<file path="src/rtl/ssm_pkg.sv">
package ssm_pkg;
    localparam int FRAME_W = 8;
    localparam int CNT_W   = $clog2(FRAME_W);
    localparam int ADDR_W  = 2;

    typedef logic [FRAME_W-1:0] frame_t;
    typedef logic [CNT_W-1:0]   bitcnt_t;

    typedef enum logic [ADDR_W-1:0] {
        REG_DATA = 2'd0,
        REG_STAT = 2'd1,
        REG_MASK = 2'd2,
        REG_NONE = 2'd3
    } reg_sel_e;

    // bit 2: transmit complete, bit 1: transmit empty, bit 0: receive full
    typedef struct packed {
        logic txc;
        logic txe;
        logic rxf;
    } ev_t;

    localparam int EV_W = $bits(ev_t);

    function automatic frame_t shift_in(frame_t cur, logic b);
        return {cur[FRAME_W-2:0], b};
    endfunction

    function automatic frame_t ev_to_frame(ev_t e);
        frame_t f;
        f = '0;
        f[EV_W-1:0] = e;
        return f;
    endfunction
endpackage

</file>
<file path="src/rtl/ssm_sclk.sv">
module ssm_sclk (
    input  logic clk,
    input  logic rst,
    input  logic tick_i,
    input  logic run_i,
    output logic sclk_o,
    output logic rise_o,
    output logic fall_o
);
    logic sclk_q;

    assign rise_o = run_i & tick_i & ~sclk_q;
    assign fall_o = run_i & tick_i &  sclk_q;
    assign sclk_o = sclk_q;

    always_ff @(posedge clk) begin
        if (rst)         sclk_q <= 1'b0;
        else if (!run_i) sclk_q <= 1'b0;
        else if (tick_i) sclk_q <= ~sclk_q;
    end


    sclk_tick_chk: assert property (@(posedge clk) disable iff (rst)
        (sclk_o != $past(sclk_o)) |-> $past(tick_i));


    sclk_idle_low_chk: assert property (@(posedge clk) disable iff (rst)
        $past(!run_i) |-> !sclk_o);
endmodule

</file>
<file path="src/rtl/ssm_shift.sv">
module ssm_shift
    import ssm_pkg::*;
(
    input  logic   clk,
    input  logic   rst,
    input  logic   rise_i,
    input  logic   fall_i,
    input  logic   sclk_i,
    input  logic   si_i,
    input  logic   tx_full_i,
    input  frame_t tx_data_i,
    output logic   busy_o,
    output logic   so_o,
    output logic   load_o,
    output logic   done_o,
    output logic   cmpl_o,
    output frame_t rx_byte_o
);
    frame_t  sr_q;
    bitcnt_t cnt_q;
    logic    busy_q;
    logic    samp_q;
    logic    last_fall;

    assign last_fall = fall_i && (cnt_q == bitcnt_t'(FRAME_W - 1));
    assign load_o    = tx_full_i && (!busy_q || last_fall);
    assign done_o    = last_fall;
    assign cmpl_o    = last_fall && !tx_full_i;
    assign rx_byte_o = shift_in(sr_q, samp_q);
    assign busy_o    = busy_q;
    assign so_o      = busy_q & sr_q[FRAME_W-1];

    always_ff @(posedge clk) begin
        if (rst) begin
            sr_q   <= '0;
            cnt_q  <= '0;
            busy_q <= 1'b0;
            samp_q <= 1'b0;
        end else begin
            if (rise_i) samp_q <= si_i;
            if (load_o) begin
                sr_q   <= tx_data_i;
                cnt_q  <= '0;
                busy_q <= 1'b1;
            end else if (fall_i) begin
                sr_q  <= shift_in(sr_q, samp_q);
                cnt_q <= cnt_q + 1'b1;
                if (last_fall) busy_q <= 1'b0;
            end
        end
    end


    so_rise_stable_chk: assert property (@(posedge clk) disable iff (rst)
        $rose(sclk_i) |-> $stable(so_o));


    so_high_hold_chk: assert property (@(posedge clk) disable iff (rst)
        ($past(sclk_i) && sclk_i) |-> $stable(so_o));
endmodule

</file>
<file path="src/rtl/ssm_flags.sv">
module ssm_flags
    import ssm_pkg::*;
(
    input  logic clk,
    input  logic rst,
    input  ev_t  set_i,
    input  ev_t  clr_i,
    input  logic mask_wr_i,
    input  ev_t  mask_d_i,
    output ev_t  flags_o,
    output ev_t  mask_o,
    output ev_t  irq_o
);
    ev_t flags_q;
    ev_t mask_q;

    always_ff @(posedge clk) begin
        if (rst) begin
            flags_q <= '0;
            mask_q  <= '0;
        end else begin
            flags_q <= (flags_q & ~clr_i) | set_i;
            if (mask_wr_i) mask_q <= mask_d_i;
        end
    end

    assign flags_o = flags_q;
    assign mask_o  = mask_q;
    assign irq_o   = flags_q & mask_q;


    irq_masked_chk: assert property (@(posedge clk) disable iff (rst)
        ((irq_o & ~mask_o) == '0));


    set_wins_chk: assert property (@(posedge clk) disable iff (rst)
        $past(set_i.rxf) |-> flags_o.rxf);
endmodule

</file>
<file path="src/rtl/sync_serial_master.sv">
module sync_serial_master
    import ssm_pkg::*;
(
    input  logic                clk,
    input  logic                rst,
    input  logic                timer_tick,
    input  logic [ADDR_W-1:0]   bus_addr,
    input  logic                bus_wr,
    input  logic                bus_rd,
    input  logic [FRAME_W-1:0]  bus_wdata,
    output logic [FRAME_W-1:0]  bus_rdata,
    output logic                sclk,
    output logic                so,
    input  logic                si,
    output logic                irq_rxf,
    output logic                irq_txe,
    output logic                irq_txc
);
    reg_sel_e sel;
    frame_t   tx_buf_q, rx_buf_q, rx_byte;
    logic     tx_full_q;
    logic     busy, rise, fall, load, done, cmpl;
    ev_t      set_ev, clr_ev, flags, mask, irq;

    assign sel = reg_sel_e'(bus_addr);

    ssm_sclk u_sclk (
        .clk(clk), .rst(rst), .tick_i(timer_tick), .run_i(busy),
        .sclk_o(sclk), .rise_o(rise), .fall_o(fall)
    );

    ssm_shift u_shift (
        .clk(clk), .rst(rst), .rise_i(rise), .fall_i(fall), .sclk_i(sclk),
        .si_i(si), .tx_full_i(tx_full_q), .tx_data_i(tx_buf_q),
        .busy_o(busy), .so_o(so), .load_o(load), .done_o(done),
        .cmpl_o(cmpl), .rx_byte_o(rx_byte)
    );

    always_ff @(posedge clk) begin
        if (rst) begin
            tx_buf_q  <= '0;
            tx_full_q <= 1'b0;
            rx_buf_q  <= '0;
        end else begin
            if (bus_wr && sel == REG_DATA) begin
                tx_buf_q  <= bus_wdata;
                tx_full_q <= 1'b1;
            end else if (load) begin
                tx_full_q <= 1'b0;
            end
            if (done) rx_buf_q <= rx_byte;
        end
    end

    always_comb begin
        set_ev     = '0;
        set_ev.rxf = done;
        set_ev.txe = load;
        set_ev.txc = cmpl;
        clr_ev     = '0;
        if (bus_wr && sel == REG_STAT) clr_ev = ev_t'(bus_wdata[EV_W-1:0]);
        if (bus_rd && sel == REG_DATA) clr_ev.rxf = 1'b1;
    end

    ssm_flags u_flags (
        .clk(clk), .rst(rst), .set_i(set_ev), .clr_i(clr_ev),
        .mask_wr_i(bus_wr && sel == REG_MASK),
        .mask_d_i(ev_t'(bus_wdata[EV_W-1:0])),
        .flags_o(flags), .mask_o(mask), .irq_o(irq)
    );

    always_comb begin
        case (sel)
            REG_DATA: bus_rdata = rx_buf_q;
            REG_STAT: bus_rdata = ev_to_frame(flags);
            REG_MASK: bus_rdata = ev_to_frame(mask);
            default:  bus_rdata = '0;
        endcase
    end

    assign irq_rxf = irq.rxf;
    assign irq_txe = irq.txe;
    assign irq_txc = irq.txc;


    txc_needs_empty_chk: assert property (@(posedge clk) disable iff (rst)
        $rose(flags.txc) |-> !$past(tx_full_q));


    txe_on_load_chk: assert property (@(posedge clk) disable iff (rst)
        $rose(busy) |-> flags.txe);
endmodule

</file>
<file path="config.mk">
export PLATFORM = sky130hd
export DESIGN_NAME = sync_serial_master
export DESIGN_NICKNAME = d
export VERILOG_FILES = /design/src/rtl/ssm_pkg.sv /design/src/rtl/ssm_sclk.sv /design/src/rtl/ssm_shift.sv /design/src/rtl/ssm_flags.sv /design/src/rtl/sync_serial_master.sv
export SDC_FILE = /design/constraint.sdc
export NUM_CORES = 1
export LEC_CHECK = 0
export ABC_CLOCK_PERIOD_IN_PS = 3400
export BUFFER_PORTS_ARGS = -buffer_cell sky130_fd_sc_hd__buf_2
export CORE_MARGIN = 5
export CORE_UTILIZATION = 54
export DETAILED_ROUTE_END_ITERATION = 6
export PLACE_DENSITY_LB_ADDON = 0.08
export SYNTH_ARGS = -nofsm -noshare
export SYNTH_HDL_FRONTEND = slang
export SYNTH_SLANG_ARGS = --single-unit
</file>
<file path="constraint.sdc">
create_clock -name clk -period 3.4 [get_ports clk]
set_input_delay 0.51 -clock clk [delete_from_list [all_inputs] [get_ports clk]]
set_output_delay 0.51 -clock clk [all_outputs]
set_load 0.02 [all_outputs]
</file>
==> flow_summary.yaml <==
timing:
  fin_crit_sh_pct: 56.1
  tns_ns: 0
  final_max_slew_viol_count: 0
  max_freq_mhz: 524
  slew_headroom_pct: 52.2
  worst_slew_pin_slew_ns: 0.716
  rsz0062_at_grt: "false"
  skew_ns: 0.00458
  min_period_ns: 1.91
  setup_viol: 0
  hold_viol: 0
synthesis:
  yosys_warnings: 0
  postSynth.asyncResetShare_pct: 0
  synth_top_flop_cell: "dfxtp_1"
  synth.distinct_cells: 32
  syn_area_um2: 1700
  synthCells: 178
  synthesis.nets: 196
  syn-mean-instance-area_um2: 9.54
  synth_edf_count: 0
  ys_seq_area_share_pct: 43.6
  synth-seq-cells: 37
setup_path:
  crit_path_max_fanout: 18
  startpoint: "u_shift.busy_o"
  slowest_stage: "dfxtp_1"
  path_cells: "and2_1 -> buf_2"
  r2r_slack_ns: 1.71
  slowest_delay_ns: 0.72
  cp_top_family: "flip-flops"
  cp.required_ns: 2.89
  crit_path_end_kind: "output pin"
  rr_startpoint: "u_shift.busy_o"
  crit_arrival_ns: 1.40
  reg2reg_to: "u_shift.sr_q[4]"
  setup.worst_path.start_class: "flip-flop"
  reg2reg_depth: 3
  path_class: "flip-flop to output pin"
  worst-path-buf-inv: 1
clock_network:
  postCtsSetupBuffers: 0
  hold_buffers: 0
  cts_tree: "built"
  cts_resized: 0
  cts.reportedPaths.clkPinSlew_ns: 0.10
  cts_buffer_depth: 2
  root_buffer: "clkbuf_4"
  clkSinkCount: 37
  numCtsBuffers: 5
  clock_latency_ns: 0.32
  htreeDepth: 2
route:
  drc: 0
  wire_per_inst_um: 13.4
  vias: 1294
  firstDrtPassIters: 4
  antenna_left: 0
  vias_per_cell: 5.30
  totalWireLength_um: 3270
  drt-initial-drc-count: 75
grt:
  grt_usage_pct: 16.6
  antenna_found_initial: 0
  grt_pass1_wl_um: 5780
  grt_max_degree: 38
  gr-total-overflow: 0
  grt_pass1_vias: 1251
placed_design:
  placedInstanceArea_um2: 1820
  place_inst: 237
  port_buffers: 28
  dp_hpwl_um: 2430
  place_congestion: 0.848
die:
  placementRows: 20
  fp.dieH_um: 66.1
  initial_core_util_pct: 56.1
  die_area_um2: 4370
  dieWidth_um: 66.1
  io-pin-count: 29
  core_um2: 3030
min_path:
  hold_class: "input pin to flip-flop"
  hold-path-cell-count: 3
  hold_path_end: "tx_buf_q[4]"
  hp-start: "bus_wdata[4]"
cells_and_area:
  drive_above_1_share_pct: 23.5
  num_antenna_cells: 0
  instances_no_fill: 244
  fin_area_um2: 1880
  fin_nets: 218
  synthToLayoutAreaGrowth_pct: 10.6
pwr:
  peakVddDrop_v: 0.000324
  power_density_nw_per_um2: 390
  power.total_uw: 732
  power_leakage_uw: 0.000811
status:
  status: "finished, final reports clean"
flow_run:
  max_cap_violations: 0
## per-stage QoR
step	hold slack [ns]	setup WS, ns	util, %
6_report	0.420	1.49	62.0
4_1_cts	0.409	1.48	62.0
5_1_grt	0.427	1.38	62.0
2_1_floorplan	0.432	1.62	-
3_5_place_dp	0.444	1.64	60.2
3_3_place_gp	0.441	1.69	60.2
## worst max path at each step
| stage | end | slack (ns) | cells after the start |
|---|---|---|---|
| finish | so | 1.49 | 2 |
| global route | so | 1.38 | 2 |
| CTS | so | 1.48 | 2 |
| detailed placement | bus_rdata[4] | 1.64 | 4 |
| global placement | bus_rdata[0] | 1.69 | 5 |
| floorplan | bus_rdata[0] | 1.62 | 3 |
## synth_stat cells, types with 2 or more instances
library cell  count  area, µm²
clkbuf_1          3       11.3
buf_4             2       15.0
a211oi_1          9       67.6
nor3_1            3       15.0
nand3b_1          2       15.0
buf_2             8       40.0
dfxtp_1          37        741
nand2_1          20       75.1
nor3b_1           2       15.0
o21ai_0           3       15.0
nand4b_1          2       17.5
mux2i_1          25        250
a21oi_1          10       50.1
a211oi_2          8        100
nand3_2           2       20.0
ha_1              2       25.0
nor2_1           17       63.8
and2_1            9       56.3
## worst reg2reg max path, stage by stage (launching register included)
cell and delay, ns:
dfxtp_1 0.72, nand3_2 0.41, mux2i_1 0.23, a211oi_2 0.25
## per-layer routing
layer	part of all wire (%)	up-vias	global-route usage, %	wire length, µm
met4	0.31	0	3.81	10
met1	48	601	21.6	1560
met5	0	-	0	0
met2	48	24	27.8	1560
met3	4.2	2	4.08	138
li1	-	667	-	-
## report_power, final
group | internal [µW] | switching [µW]
registers | 442 | 8.71
clock network | 97.7 | 129
logic | 22.9 | 31.5
total | 563 | 169
## logic make-up after synthesis
family	after synthesis	synth area share, %
and+or+nand+nor	63	18.9
DFF	37	43.6
AOI/OAI and AO/OA	34	15.5
muxes	25	14.7
buffers and inverters	15	4.79
xor gates and xnor gates	2	1.03
adders and majority gates	2	1.47
## state kept, by name (all words and copies together), names as in the netlist
register         count
rx_buf_q             8
tx_buf_q             8
tx_full_q            1
u_flags.flags_o      3
u_flags.mask_o       3
u_sclk.sclk_o        1
u_shift.busy_o       1
u_shift.cnt_q        3
u_shift.samp_q       1
u_shift.sr_q         8
## area by class of cell
cell class,instances,area [µm²]
Multi-Input combinational cell,126,876
Tap cell,44,55.1
Inverter,1,3.75
Timing Repair Buffer,29,148
Fill cell,263,1150
Clock buffer,7,55.1
Sequential cell,37,741
## cells in the final DEF (no fill, tap or decap), drive strengths merged, types with 3 or more instances in the layout
cell type,Yosys,final
a21oi,11,11
nand2,20,20
buf,11,29
a211oi,17,17
o21ai,3,3
clkbuf,3,7
dfxtp,37,37
and2,9,9
nor3,4,4
nor2,17,17
mux2i,25,25
nand3,3,3
No activity file was read; power rests on OpenSTA's default activity.
